**src/rtl/mbus_pkg.sv**
```systemverilog
package mbus_pkg;
  typedef enum logic [2:0] {
    PH_IDLE = 3'd0,
    PH_T1   = 3'd1,
    PH_T2   = 3'd2,
    PH_TW   = 3'd3,
    PH_T3   = 3'd4,
    PH_T4   = 3'd5
  } phase_e;

  localparam logic [1:0] SEG_EXTRA = 2'b00;
  localparam logic [1:0] SEG_STACK = 2'b01;
  localparam logic [1:0] SEG_CODE  = 2'b10;
  localparam logic [1:0] SEG_DATA  = 2'b11;
endpackage

```
**src/rtl/mbus_phase_fsm.sv**
```systemverilog
module mbus_phase_fsm
  import mbus_pkg::*;
(
  input  logic   clk,
  input  logic   rst,
  input  logic   req_valid,
  input  logic   ready,
  output phase_e st,
  output phase_e st_nxt,
  output logic   take_boot,
  output logic   take_req,
  output logic   req_ready
);
  logic boot_pend;

  always_comb begin
    st_nxt    = st;
    take_boot = 1'b0;
    take_req  = 1'b0;
    unique case (st)
      PH_IDLE: begin
        if (boot_pend) begin
          st_nxt    = PH_T1;
          take_boot = 1'b1;
        end else if (req_valid) begin
          st_nxt   = PH_T1;
          take_req = 1'b1;
        end
      end
      PH_T1: st_nxt = PH_T2;
      PH_T2, PH_TW: st_nxt = ready ? PH_T3 : PH_TW;
      PH_T3: st_nxt = PH_T4;
      PH_T4: begin
        if (req_valid) begin
          st_nxt   = PH_T1;
          take_req = 1'b1;
        end else begin
          st_nxt = PH_IDLE;
        end
      end
      default: st_nxt = PH_IDLE;
    endcase
  end

  always_ff @(posedge clk) begin
    if (rst) begin
      st        <= PH_IDLE;
      boot_pend <= 1'b1;
    end else begin
      st <= st_nxt;
      if (take_boot) boot_pend <= 1'b0;
    end
  end

  assign req_ready = ((st == PH_IDLE) || (st == PH_T4)) && !boot_pend;

  // a low READY sample at the end of T2 or Tw yields another wait state
  a_r6_wait_inserted: assert property (@(posedge clk) disable iff (rst)
    ((st == PH_T2 || st == PH_TW) && !ready) |=> (st == PH_TW));
  // a high READY sample leaves the wait state for T3
  a_r6_wait_exit: assert property (@(posedge clk) disable iff (rst)
    (st == PH_TW && ready) |=> (st == PH_T3));
  // T4 with a request offered goes straight to T1
  a_r9_back_to_back: assert property (@(posedge clk) disable iff (rst)
    (st == PH_T4 && req_valid) |=> (st == PH_T1));
endmodule

```
**src/rtl/mbus_req_hold.sv**
```systemverilog
module mbus_req_hold
  import mbus_pkg::*;
#(
  parameter int          AW        = 20,
  parameter int          DW        = 16,
  parameter logic [AW-1:0] RESET_VEC = 20'hFFFF0
) (
  input  logic          clk,
  input  logic          rst,
  input  logic          take_boot,
  input  logic          take_req,
  input  logic [AW-1:0] req_addr,
  input  logic [DW-1:0] req_wdata,
  input  logic          req_mem,
  input  logic          req_write,
  input  logic          req_hi_en,
  input  logic [1:0]    req_seg,
  input  logic          req_int_en,
  output logic [AW-1:0] nxt_addr,
  output logic [DW-1:0] nxt_wdata,
  output logic          nxt_mem,
  output logic          nxt_write,
  output logic          nxt_hi,
  output logic [1:0]    nxt_seg,
  output logic          nxt_ie
);
  logic [AW-1:0] cur_addr;
  logic [DW-1:0] cur_wdata;
  logic          cur_mem, cur_write, cur_hi, cur_ie;
  logic [1:0]    cur_seg;

  always_comb begin
    if (take_boot) begin
      nxt_addr  = RESET_VEC;
      nxt_wdata = '0;
      nxt_mem   = 1'b1;
      nxt_write = 1'b0;
      nxt_hi    = 1'b1;
      nxt_seg   = SEG_CODE;
      nxt_ie    = 1'b0;
    end else if (take_req) begin
      nxt_addr  = req_addr;
      nxt_wdata = req_wdata;
      nxt_mem   = req_mem;
      nxt_write = req_write;
      nxt_hi    = req_hi_en;
      nxt_seg   = req_seg;
      nxt_ie    = req_int_en;
    end else begin
      nxt_addr  = cur_addr;
      nxt_wdata = cur_wdata;
      nxt_mem   = cur_mem;
      nxt_write = cur_write;
      nxt_hi    = cur_hi;
      nxt_seg   = cur_seg;
      nxt_ie    = cur_ie;
    end
  end

  always_ff @(posedge clk) begin
    if (rst) begin
      cur_addr  <= '0;
      cur_wdata <= '0;
      cur_mem   <= 1'b0;
      cur_write <= 1'b0;
      cur_hi    <= 1'b0;
      cur_seg   <= SEG_EXTRA;
      cur_ie    <= 1'b0;
    end else begin
      cur_addr  <= nxt_addr;
      cur_wdata <= nxt_wdata;
      cur_mem   <= nxt_mem;
      cur_write <= nxt_write;
      cur_hi    <= nxt_hi;
      cur_seg   <= nxt_seg;
      cur_ie    <= nxt_ie;
    end
  end

  // held fields only change on an acceptance
  a_r9_fields_held: assert property (@(posedge clk) disable iff (rst)
    (!take_boot && !take_req) |=> $stable(cur_addr) && $stable(cur_write));
endmodule

```
**src/rtl/mbus_pin_drive.sv**
```systemverilog
module mbus_pin_drive
  import mbus_pkg::*;
#(
  parameter int AW = 20,
  parameter int DW = 16,
  localparam int HW = AW - DW
) (
  input  logic          clk,
  input  logic          rst,
  input  phase_e        st,
  input  phase_e        st_nxt,
  input  logic [AW-1:0] nxt_addr,
  input  logic [DW-1:0] nxt_wdata,
  input  logic          nxt_mem,
  input  logic          nxt_write,
  input  logic          nxt_hi,
  input  logic [1:0]    nxt_seg,
  input  logic          nxt_ie,
  input  logic [DW-1:0] ad_in,
  output logic [DW-1:0] ad_out,
  output logic          ad_oe,
  output logic [HW-1:0] a_hi,
  output logic          ale,
  output logic          rd_n,
  output logic          wr_n,
  output logic          mio,
  output logic          dtr,
  output logic          den_n,
  output logic          bhe_n,
  output logic [DW-1:0] rdata,
  output logic          done
);
  logic          addr_ph, data_ph, stat_ph, busy;
  logic [HW-1:0] status;

  always_comb begin
    addr_ph = (st_nxt == PH_T1);
    data_ph = (st_nxt == PH_T2) || (st_nxt == PH_TW) || (st_nxt == PH_T3);
    stat_ph = data_ph || (st_nxt == PH_T4);
    busy    = (st_nxt != PH_IDLE);
    status  = {{(HW-3){1'b0}}, nxt_ie, nxt_seg};
  end

  always_ff @(posedge clk) begin
    if (rst) begin
      ad_out <= '0;
      ad_oe  <= 1'b0;
      a_hi   <= '0;
      ale    <= 1'b0;
      rd_n   <= 1'b1;
      wr_n   <= 1'b1;
      mio    <= 1'b0;
      dtr    <= 1'b0;
      den_n  <= 1'b1;
      bhe_n  <= 1'b1;
      rdata  <= '0;
      done   <= 1'b0;
    end else begin
      ale   <= addr_ph;
      ad_oe <= addr_ph || (data_ph && nxt_write);
      if (addr_ph)                    ad_out <= nxt_addr[DW-1:0];
      else if (data_ph && nxt_write)  ad_out <= nxt_wdata;
      else                            ad_out <= '0;
      if (addr_ph)      a_hi <= nxt_addr[AW-1:DW];
      else if (stat_ph) a_hi <= status;
      else              a_hi <= '0;
      rd_n  <= !(data_ph && !nxt_write);
      wr_n  <= !(data_ph && nxt_write);
      den_n <= !data_ph;
      mio   <= busy && nxt_mem;
      dtr   <= busy && nxt_write;
      bhe_n <= !(busy && nxt_hi);
      done  <= (st == PH_T3);
      if (st == PH_T3 && !nxt_write) rdata <= ad_in;
    end
  end

  // one clock after a reset sample the pins are quiet
  a_r1_reset_quiet: assert property (@(posedge clk)
    rst |=> (!ale && !ad_oe && !done && rd_n && wr_n && den_n && bhe_n));
  // the latch strobe never lasts two clocks
  a_r3_ale_single: assert property (@(posedge clk) disable iff (rst)
    ale |=> !ale);
  // read and write strobes are never low together
  a_r4_one_strobe: assert property (@(posedge clk) disable iff (rst)
    !(!rd_n && !wr_n));
  // the shared lines float while the read strobe is low
  a_r4_read_floats: assert property (@(posedge clk) disable iff (rst)
    !rd_n |-> !ad_oe);
  // the top status bit is 0 whenever the buffers are enabled
  a_r5_top_status_low: assert property (@(posedge clk) disable iff (rst)
    !den_n |-> !a_hi[HW-1]);
  // the completion pulse is one clock long
  a_r7_done_single: assert property (@(posedge clk) disable iff (rst)
    done |=> !done);
  // in T4 strobes are released and the lines float
  a_r8_t4_released: assert property (@(posedge clk) disable iff (rst)
    done |-> (rd_n && wr_n && den_n && !ad_oe && !ale));
endmodule

```
**src/rtl/mbus_cycle_seq.sv**
```systemverilog
module mbus_cycle_seq
  import mbus_pkg::*;
#(
  parameter int            AW        = 20,
  parameter int            DW        = 16,
  parameter logic [AW-1:0] RESET_VEC = 20'hFFFF0,
  localparam int           HW        = AW - DW
) (
  input  logic          clk,
  input  logic          rst,
  input  logic          req_valid,
  output logic          req_ready,
  input  logic [AW-1:0] req_addr,
  input  logic [DW-1:0] req_wdata,
  input  logic          req_mem,
  input  logic          req_write,
  input  logic          req_hi_en,
  input  logic [1:0]    req_seg,
  input  logic          req_int_en,
  output logic [DW-1:0] ad_out,
  output logic          ad_oe,
  input  logic [DW-1:0] ad_in,
  output logic [HW-1:0] a_hi,
  output logic          ale,
  output logic          rd_n,
  output logic          wr_n,
  output logic          mio,
  output logic          dtr,
  output logic          den_n,
  output logic          bhe_n,
  input  logic          ready,
  output logic [DW-1:0] rdata,
  output logic          done
);
  phase_e        st, st_nxt;
  logic          take_boot, take_req;
  logic [AW-1:0] nxt_addr;
  logic [DW-1:0] nxt_wdata;
  logic          nxt_mem, nxt_write, nxt_hi, nxt_ie;
  logic [1:0]    nxt_seg;

  mbus_phase_fsm u_fsm (
    .clk       (clk),
    .rst       (rst),
    .req_valid (req_valid),
    .ready     (ready),
    .st        (st),
    .st_nxt    (st_nxt),
    .take_boot (take_boot),
    .take_req  (take_req),
    .req_ready (req_ready)
  );

  mbus_req_hold #(.AW(AW), .DW(DW), .RESET_VEC(RESET_VEC)) u_hold (
    .clk        (clk),
    .rst        (rst),
    .take_boot  (take_boot),
    .take_req   (take_req),
    .req_addr   (req_addr),
    .req_wdata  (req_wdata),
    .req_mem    (req_mem),
    .req_write  (req_write),
    .req_hi_en  (req_hi_en),
    .req_seg    (req_seg),
    .req_int_en (req_int_en),
    .nxt_addr   (nxt_addr),
    .nxt_wdata  (nxt_wdata),
    .nxt_mem    (nxt_mem),
    .nxt_write  (nxt_write),
    .nxt_hi     (nxt_hi),
    .nxt_seg    (nxt_seg),
    .nxt_ie     (nxt_ie)
  );

  mbus_pin_drive #(.AW(AW), .DW(DW)) u_pins (
    .clk       (clk),
    .rst       (rst),
    .st        (st),
    .st_nxt    (st_nxt),
    .nxt_addr  (nxt_addr),
    .nxt_wdata (nxt_wdata),
    .nxt_mem   (nxt_mem),
    .nxt_write (nxt_write),
    .nxt_hi    (nxt_hi),
    .nxt_seg   (nxt_seg),
    .nxt_ie    (nxt_ie),
    .ad_in     (ad_in),
    .ad_out    (ad_out),
    .ad_oe     (ad_oe),
    .a_hi      (a_hi),
    .ale       (ale),
    .rd_n      (rd_n),
    .wr_n      (wr_n),
    .mio       (mio),
    .dtr       (dtr),
    .den_n     (den_n),
    .bhe_n     (bhe_n),
    .rdata     (rdata),
    .done      (done)
  );

  // no request is taken in the clock after the address phase
  a_r9_busy_after_ale: assert property (@(posedge clk) disable iff (rst)
    ale |=> !req_ready);
endmodule

```
**config.mk**
```make
export PLATFORM = sky130hd
export DESIGN_NAME = mbus_cycle_seq
export DESIGN_NICKNAME = d
export VERILOG_FILES = /design/src/rtl/mbus_pkg.sv /design/src/rtl/mbus_phase_fsm.sv /design/src/rtl/mbus_req_hold.sv /design/src/rtl/mbus_pin_drive.sv /design/src/rtl/mbus_cycle_seq.sv
export SDC_FILE = /design/constraint.sdc
export NUM_CORES = 1
export LEC_CHECK = 0
export ABC_AREA = 1
export CAP_MARGIN = 25
export CORE_MARGIN = 2
export CORE_UTILIZATION = 52
export DETAILED_ROUTE_END_ITERATION = 12
export GPL_TIMING_DRIVEN = 0
export PLACE_DENSITY = 0.95
export SLEW_MARGIN = 25
export SYNTH_ARGS = -nofsm -noshare
export SYNTH_HDL_FRONTEND = slang
export SYNTH_HIERARCHICAL = 1
export SYNTH_SLANG_ARGS = --single-unit
```
**constraint.sdc**
```tcl
create_clock -name clk -period 5.42 [get_ports clk]
set_clock_uncertainty 0.05 [all_clocks]
set_input_delay 0.542 -clock clk [delete_from_list [all_inputs] [get_ports clk]]
set_output_delay 0.542 -clock clk [all_outputs]
set_load 0.03 [all_outputs]
```
==> run_results.csv, run 1 <==
group,metric,value,unit
run_status,status,"finished clean",
grt,grt_max_degree,16,
pwr,p_leak,0.00264,uW
worst_setup_path,cp_max_fo,10,
worst_setup_path,cp-start-kind,"primary input",
worst_setup_path,crit_arrival,2760,ps
drt,ant_nets,0,
finish,fin_nets,764,
synth,synthCells,584,
sta,fin_hold_ws,418,ps
cts,cts_resized,0,
cts,cts_tree,"yes",
sta,fin_ws,2870,ps
grt,antenna_found_initial,0,
grt,first_global_vias,3837,
drt,dr.pass1.iters,5,
drt,drt_wl_total,10400,um
sta,slew_headroom,70.1,%
cts,clock_sinks,91,
pwr,peakVddDrop,0.259,mV
sta,hold_violations,0,
floorplan,die_area,8320,um^2
finish,layout_common_cells,"154 x nand2_1, 118 x inv_1, 107 x clkdlybuf4s50_1",
worst_setup_path,crit_type,"in -> reg",
cts,clkSlewWorstSetupHoldPaths,90,ps
floorplan,num_rows,31,
finish,ff_latch_area,1820,um^2
synth,syn-num-nets,646,
sta,setup_tns,0,ps
floorplan,num_io_pins,108,
drt,route.vias.total,3923,
drt,detail_route.wl_per_cell,12.9,um
cts,cts_buffer_depth,2,
pwr,swShare,37.8,%
pwr,power_frac_comb,39.0,%
pwr,pwr-share-clk,23.4,%
placed_design,place_hpwl,7470,um
placed_design,gp_congestion,0.816,
cts,clkLatencyLatePin,370,ps
cts,cts_buffers,9,
drt,detail_route.iter0.violations,254,
floorplan,core,7330,um^2
finish,fill_cells,516,
cts,htreeDepth,3,
worst_setup_path,worstPathRequired,5630,ps
finish,syn_to_final_growth,35.9,%
synth,synth_seq_cells,91,
placed_design,dp_slack,2510,ps
sta,period_minus_slack,2550,ps
grt,grtUsageTotal,25.1,%
finish,final_common_cell,"nand2_1",
finish,insertedDiodeCount,0,
floorplan,start_util,54.0,%
cts,root_buffer,"clkbuf_8",
run,max_cap_viol_count,0,
sta,clock.fmax,0.393,GHz
cts,ctsHoldBuffers,0,
synth,ys_seq_area_share,46.0,%
sta,rsz0062_at_grt,"no",
cts,post-cts-setup-buffers,0,
pwr,power.density,409,nW/um^2
sta,post-route-period-util,47.0,%
sta,drv_slew,0,
pwr,internal_power,1370,uW
floorplan,die_h,91.2,um
finish,final_layout_size_suffix_gt1_share,8.91,%
pwr,total_power,2200,uW
floorplan,die_x,91.2,um
placed_design,portBuffers,107,
drt,via_per_inst,4.87,
synth,synth.cell_area,3960,um^2
grt,gr-total-overflow,0,
worst_setup_path,worstSetupEndpointType,"flop",
pwr,switchingPower,832,uW
finish,multi_input_area,1500,um^2
worst_hold_path,min_path_type,"reg -> reg",
sta,worst_slew_pin_slew,449,ps
synth,synth_warnings,6,
grt,grt_first_pass_wirelength,16700,um
synth,synthDistinctLibCells,26,
sta,setup_viol,0,
pwr,pwr-share-seq,37.5,%
drt,drc,0,
synth,synth_area_per_cell,6.78,um^2
finish,fin_util,73.4,%
## final cells by class
type	count	area share [%]
plain buffers	29	3.23
clock inverters	5	1.58
well taps	99	2.30
repair buffers	107	19.9
multi-input cells	340	27.8
inverters	124	8.65
flip-flops and latches	91	33.9
clock buffers	11	2.63
## Yosys cell counts
library cell,number,share of area (%)
a21oi_1,19,2.4
a21oi_2,1,0.22
buf_2,15,1.9
buf_4,6,1.1
buf_6,3,0.85
clkbuf_1,4,0.38
clkbuf_2,1,0.13
clkinv_1,1,0.095
dfxtp_1,91,46
inv_1,118,11
inv_2,5,0.47
nand2_1,154,15
nand2_2,1,0.16
nand2_4,1,0.28
nand3_1,29,3.7
nand3_2,2,0.51
nand3b_1,1,0.19
nand4_1,17,2.7
nor2_1,91,8.6
nor2_2,2,0.32
nor2_4,3,0.85
o21ai_0,8,1.0
o21ai_1,1,0.13
o21ai_2,8,1.8
o21bai_1,1,0.19
o31ai_1,1,0.19
## kinds of logic (layout without fill, tap and decap cells)
logic type | count (synthesis) | in the layout | synth area share, %
AND/OR/NAND/NOR | 301 | 301 | 31.9
buffers and inverters | 153 | 276 | 16.2
flip-flops | 91 | 91 | 46.0
AO/OA/AOI/OAI | 39 | 39 | 5.91
## power groups by stage
stage	logic (uW)	registers, uW	clock network [uW]
finish	860	826	516
global route	936	836	546
CTS	853	825	523
detailed placement	840	840	0
global placement	810	833	0
floorplan	456	941	0
## worst paths after layout
| kind | cells after the start | to | from | slack, ps |
|---|---|---|---|---|
| max | 13 | u_pins/ad_out[8] | req_valid | 2870 |
| min | 2 | u_pins/rdata[11] | u_pins/rdata[11] | 420 |
| max reg2reg | 13 | u_pins/ad_out[8] | u_fsm/st[0] | 2980 |
| min reg2reg | 2 | u_pins/rdata[11] | u_pins/rdata[11] | 420 |
## critical path, stage by stage
cell and delay [ps]:
clkdlybuf4s50_1 500, inv_1 70, o31ai_1 240, buf_4 200
buf_2 230, nand2_1 70, nand3_1 100, inv_1 70
inv_2 150, nor2_1 70, nand3_2 220, buf_6 210
o21ai_2 70
## metrics by stage
step,cell area [um^2],instances
detailed placement,5150,790
finish,5380,806
floorplan,3960,584
global route,5380,806
CTS,5380,806
global placement,5150,790
## metal layers
layer	part of all wire [%]	up-vias	global-route usage [%]
met1	40	1766	29.0
li1	-	1959	-
met5	0	-	0
met4	2.1	0	10.7
met2	50	174	44.4
met3	7.8	24	5.89
## flip-flops by register name, summed over array words and instances, names as in the netlist, 2 cells and up
name,flops
u_hold/cur_seg,2
u_pins/rdata,16
u_hold/cur_wdata,16
u_pins/a_hi,4
u_pins/ad_out,16
u_hold/cur_addr,20
u_fsm/st,3
No activity file was read; power rests on OpenSTA's default activity.
==> run 2, diff against run 1 <==
--- a/config.mk
+++ b/config.mk
@@ -8,10 +8,10 @@
 export ABC_AREA = 1
 export CAP_MARGIN = 25
 export CORE_MARGIN = 2
-export CORE_UTILIZATION = 52
+export CORE_UTILIZATION = 43
 export DETAILED_ROUTE_END_ITERATION = 12
 export GPL_TIMING_DRIVEN = 0
-export PLACE_DENSITY = 0.95
+export PLACE_DENSITY = 0.86
 export SLEW_MARGIN = 25
 export SYNTH_ARGS = -nofsm -noshare
 export SYNTH_HDL_FRONTEND = slang
==> constraint.sdc (replaced) <==
create_clock -name clk -period 2.2 [get_ports clk]
set_clock_uncertainty 0.05 [all_clocks]
set_input_delay 0.22 -clock clk [delete_from_list [all_inputs] [get_ports clk]]
set_output_delay 0.22 -clock clk [all_outputs]
set_load 0.03 [all_outputs]
==> run 2 against run 1 <==
First-iteration DRC count is 12% lower. Critical path depth down 9. Register-to-register slack got worse by 2900 ps. Global-route usage fell by 3.6 points. Die area rose by 20%. Via count is essentially flat. Sequential share of layout area fell by 1.6 points.
==> run_results.csv, run 2 (synthesized netlist as in run 1, its figures left out) <==
group,metric,value,unit
run_status,status,"finished clean",
cts,clkLatencyLatePin,370,ps
sta,hold_violations,0,
sta,fin_hold_ws,375,ps
run,max_cap_viol_count,0,
drt,ant_nets,0,
finish,layout_common_cells,"152 x nand2_1, 117 x inv_1, 107 x clkdlybuf4s50_1",
grt,first_global_vias,3821,
drt,drt_wl_total,10700,um
cts,cts_tree,"yes",
worst_hold_path,hold-path-cell-count,3,
placed_design,gp_congestion,0.884,
drt,detail_route.wl_per_cell,12.8,um
floorplan,start_util,43.7,%
worst_setup_path,cp-start-kind,"flop",
worst_hold_path,min_to,"u_pins/rdata[15]",
floorplan,die_area,9990,um^2
floorplan,die_h,99.9,um
cts,root_buffer,"clkbuf_8",
cts,htreeDepth,3,
finish,fill_cells,724,
grt,grt_max_degree,16,
sta,rsz0062_at_grt,"no",
worst_setup_path,worstPathRequired,1930,ps
finish,insertedDiodeCount,0,
worst_setup_path,crit_type,"reg -> out",
sta,clock.fmax,0.474,GHz
drt,route.vias.total,3922,
floorplan,num_io_pins,108,
sta,slew_headroom,65.4,%
pwr,total_power,5550,uW
grt,gr-total-overflow,0,
sta,worst_slew_pin_slew,519,ps
sta,period_minus_slack,2110,ps
cts,ctsHoldBuffers,0,
worst_setup_path,crit_arrival,1840,ps
worst_setup_path,rrSetupSlack,100,ps
worst_hold_path,min_path_type,"in -> reg",
floorplan,die_x,99.9,um
floorplan,core,9060,um^2
sta,post-route-period-util,96.0,%
drt,dr.pass1.iters,6,
grt,antenna_found_initial,0,
sta,drv_slew,0,
pwr,power.density,979,nW/um^2
grt,grtUsageTotal,21.6,%
cts,clock_sinks,91,
worst_setup_path,worstSetupEndpointType,"primary output",
pwr,peakVddDrop,0.589,mV
sta,setup_viol,0,
worst_setup_path,r2r-start,"u_fsm/st[1]",
worst_hold_path,min-delay-start,"ad_in[15]",
finish,largest_reg_flops,20,
cts,clkSlewWorstSetupHoldPaths,90,ps
drt,via_per_inst,4.71,
finish,syn_to_final_growth,43.4,%
grt,grt_first_pass_wirelength,17300,um
placed_design,portBuffers,107,
finish,top_register,"u_hold/cur_addr",
pwr,p_leak,0.00274,uW
drt,detail_route.iter0.violations,223,
finish,final_layout_size_suffix_gt1_share,12.2,%
placed_design,place_hpwl,7320,um
drt,drc,0,
cts,cts_buffer_depth,2,
worst_setup_path,r2r_cells,13,
finish,fin_nets,779,
worst_setup_path,rr_endpoint,"u_pins/ad_out[9]",
floorplan,num_rows,35,
finish,final_common_cell,"nand2_1",
cts,cts_buffers,9,
worst_setup_path,cp_max_fo,4,
## run 2: cell types whose count changed in the layout (fill, tap and decap cells not counted), moves of 3 or more
cell / before / now
o21ai_0: 8 / 4
buf_6: 3 / 6
o21ai_1: 1 / 4
buf_2: 15 / 12
nand3_4: 0 / 3
buf_4: 6 / 16
## run 2: worst max-delay path by stage
stage / start / to / slack [ps] / depth (start not counted)
floorplan: u_fsm/st[0] / u_pins/rdata[0] / 180 / 13
global placement: req_valid / u_pins/ad_out[10] / -360 / 13
detailed placement: req_valid / u_pins/rdata[1] / -380 / 13
CTS: u_fsm/st[0] / u_pins/ad_out[7] / -10 / 13
global route: u_fsm/st[1] / u_pins/rdata[8] / 8 / 14
finish: u_fsm/st[1] / req_ready / 90 / 4
## run 2: area by class of cell
cell class / count / area [um^2] / area share (%)
plain buffers: 29 / 200 / 3.53
clock buffers: 10 / 128 / 2.25
clock inverters: 6 / 88.8 / 1.57
inverters: 124 / 479 / 8.45
multi-input cells: 341 / 1590 / 28.1
flip-flops and latches: 91 / 1830 / 32.2
well taps: 111 / 139 / 2.45
repair buffers: 121 / 1220 / 21.4
## run 2: through the flow
stage               setup TNS [ps]  worst slack (ps)  util (%)  instances  instance area (um^2)
CTS                          -26.9             -12.6      60.7        825                  5510
global route                     0              8.43      62.6        833                  5670
global placement             -9590              -358      57.0        802                  5170
floorplan                        0               179         -        584                  3960
finish                           0              88.6      62.6        833                  5670
detailed placement          -10020              -385      57.0        802                  5170
## run 2: report_power, final
group	switching (uW)	internal, uW
Combinational	1420	855
Sequential	99.7	1940
Clock	603	642
## run 2: critical path, stage by stage, from the launching register on
cell and delay, ps:
dfxtp_4 380, inv_1 110, nand3_1 100, a21oi_1 190, clkdlybuf4s50_1 690
## run 2: per-layer routing
| metal | vias to the layer above | share of wire [%] | track usage [%] |
|---|---|---|---|
| li1 | 1988 | - | - |
| met2 | 146 | 48 | 36.7 |
| met3 | 29 | 6.9 | 4.81 |
| met4 | 0 | 3.2 | 9.69 |
| met5 | - | 0 | 0 |
| met1 | 1759 | 42 | 26.2 |
## run 2: repair_timing
action | in CTS | in global routing
gates cloned | 2 | 1
endpoints found under the setup margin | 34 | 29
resized for setup | 13 | 32
setup buffers | 5 | 7
pin swaps | 2 | 7
==> run 3, diff against run 2 <==
--- a/config.mk
+++ b/config.mk
@@ -8,10 +8,10 @@
 export ABC_AREA = 1
 export CAP_MARGIN = 25
 export CORE_MARGIN = 2
-export CORE_UTILIZATION = 43
+export CORE_UTILIZATION = 48
 export DETAILED_ROUTE_END_ITERATION = 12
 export GPL_TIMING_DRIVEN = 0
-export PLACE_DENSITY = 0.86
+export PLACE_DENSITY = 0.91
 export SLEW_MARGIN = 25
 export SYNTH_ARGS = -nofsm -noshare
 export SYNTH_HDL_FRONTEND = slang
==> constraint.sdc (replaced) <==
create_clock -name clk -period 2.3 [get_ports clk]
set_clock_uncertainty 0.05 [all_clocks]
set_input_delay 0.23 -clock clk [delete_from_list [all_inputs] [get_ports clk]]
set_output_delay 0.23 -clock clk [all_outputs]
set_load 0.03 [all_outputs]
==> run 3 against run 2 <==
Sequential share of layout area increased by 0.69 points. Total power shrank 6.9%. Wire length is 2.2% higher. Largest power group unchanged. Register-to-register slack got worse by 20 ps. First-iteration DRC count up 4.5%. Via count grew 2.7%. Core utilization rose by 6.0 points. Die area fell by 10%. Combinational power decreased by 7%. Worst setup slack got worse by 8.5 ps.
==> run_results.csv, run 3 (synthesized netlist as in run 1, its figures left out) <==
group,metric,value,unit
run_status,status,"finished clean",
finish,fill_cells,605,
worst_setup_path,rrSetupSlack,80,ps
drt,detail_route.wl_per_cell,13.2,um
finish,layout_common_cells,"154 x nand2_1, 117 x inv_1, 107 x clkdlybuf4s50_1",
pwr,pwr-share-seq,37.7,%
sta,slew_headroom,63.8,%
pwr,power.density,932,nW/um^2
sta,period_minus_slack,2220,ps
cts,cts_tree,"yes",
drt,detail_route.iter0.violations,233,
floorplan,die_area,8990,um^2
placed_design,portBuffers,107,
floorplan,num_io_pins,108,
placed_design,place_hpwl,7270,um
sta,drv_slew,0,
worst_hold_path,min_path_type,"in -> reg",
pwr,swShare,38.8,%
cts,root_buffer,"clkbuf_8",
sta,worst_slew_pin_slew,542,ps
grt,gr-total-overflow,0,
pwr,internal_power,3170,uW
finish,fin_nets,775,
finish,ff_latch_area,1830,um^2
pwr,peakVddDrop,0.497,mV
grt,grt_first_pass_wirelength,16700,um
floorplan,num_rows,33,
pwr,p_leak,0.00270,uW
floorplan,die_x,94.8,um
cts,cts_buffer_depth,2,
worst_setup_path,worstSetupStartpoint,"u_fsm/st[1]",
cts,htreeDepth,3,
floorplan,die_h,94.8,um
worst_setup_path,crit_type,"reg -> reg",
sta,fin_ws,80.1,ps
drt,drc,0,
placed_design,dp_slack,-329,ps
finish,fin_util,68.6,%
pwr,power_frac_comb,41.0,%
cts,clkLatencyLatePin,350,ps
grt,grt_max_degree,16,
sta,post-route-period-util,96.5,%
sta,setup_viol,0,
drt,ant_nets,0,
worst_setup_path,worstSetupEndpointType,"flop",
worst_setup_path,setup.worst_path.end,"u_pins/ad_out[13]",
sta,hold_violations,0,
pwr,pwr-share-clk,21.3,%
finish,syn_to_final_growth,40.3,%
drt,route.vias.total,4026,
finish,multi_input_area,1560,um^2
finish,largest_reg_flops,20,
finish,final_layout_size_suffix_gt1_share,11.6,%
pwr,switchingPower,2010,uW
worst_setup_path,cp_max_fo,8,
sta,clock.fmax,0.450,GHz
cts,cts_buffers,9,
finish,final_common_cell,"nand2_1",
finish,top_register,"u_hold/cur_addr",
placed_design,gp_congestion,0.874,
floorplan,start_util,48.9,%
grt,first_global_vias,3737,
worst_setup_path,r2r_cells,13,
cts,clkSlewWorstSetupHoldPaths,90,ps
worst_setup_path,cp-start-kind,"flop",
sta,fin_hold_ws,416,ps
worst_setup_path,rr_endpoint,"u_pins/ad_out[13]",
cts,ctsHoldBuffers,0,
grt,antenna_found_initial,0,
drt,via_per_inst,4.89,
finish,insertedDiodeCount,0,
grt,grtUsageTotal,23.4,%
worst_setup_path,worstPathRequired,2540,ps
pwr,total_power,5170,uW
worst_setup_path,r2r-start,"u_fsm/st[1]",
floorplan,core,8090,um^2
drt,drt_wl_total,10900,um
worst_setup_path,crit_arrival,2460,ps
drt,dr.pass1.iters,5,
run,max_cap_viol_count,0,
cts,clock_sinks,91,
run 3: per-layer routing:
| metal | GRT usage [%] | routed length (um) |
|---|---|---|
| met2 | 41.5 | 5310 |
| met3 | 5.19 | 910 |
| met1 | 28.8 | 4490 |
| met4 | 5.92 | 181 |
| met5 | 0 | 0 |
run 3: worst min-delay path by stage:
stage / startpoint / endpoint / slack [ps] / cells after the start
6_report: ad_in[15] / u_pins/rdata[15] / 420 / 3
5_1_grt: ad_in[14] / u_pins/rdata[14] / 400 / 3
4_1_cts: ad_in[10] / u_pins/rdata[10] / 400 / 3
3_5_place_dp: u_pins/rdata[0] / u_pins/rdata[0] / 410 / 2
3_3_place_gp: u_pins/rdata[14] / u_pins/rdata[14] / 400 / 2
2_1_floorplan: rst / u_fsm/st[1] / 250 / 1
run 3: per-stage QoR:
stage	instance area, um^2	setup TNS, ps	std cells
floorplan	3960	0	584
global placement	5160	-5580	796
detailed placement	5160	-7960	796
CTS	5400	0	814
global route	5550	-337	823
finish	5550	0	823
run 3: worst max-delay path, stage by stage, from the launching register on:
cell	delay (ps)
dfxtp_4	380
nor2_4	130
nand2_2	110
o31ai_4	170
buf_4	170
inv_2	70
nand2_1	90
nand3_2	90
inv_2	90
clkinv_4	90
nor2_4	180
nand3_4	190
clkbuf_16	240
o21ai_2	100
run 3: what timing repair did:
| action | in CTS | in global routing |
|---|---|---|
| pin swaps | 0 | 3 |
| setup endpoints to repair | 27 | 29 |
| resized for setup | 5 | 20 |
| cloned | 0 | 2 |
| buffers inserted | 2 | 7 |
run 3: final cells by class:
| type | count | area share, % |
|---|---|---|
| well taps | 105 | 2.37 |
| multi-input cells | 341 | 28.0 |
| repair buffers | 117 | 21.0 |
| clock buffers | 10 | 2.48 |
| clock inverters | 6 | 1.15 |
| plain buffers | 29 | 3.54 |
| flip-flops and latches | 91 | 32.9 |
| inverters | 124 | 8.47 |
run 3: power groups by stage:
stage          sequential [uW]  combinational [uW]  clock (uW)
2_1_floorplan             2220                1070           0
3_3_place_gp              1970                1900           0
3_5_place_dp              1980                1950           0
4_1_cts                   1940                2010        1110
5_1_grt                   1970                2320        1180
6_report                  1950                2120        1100
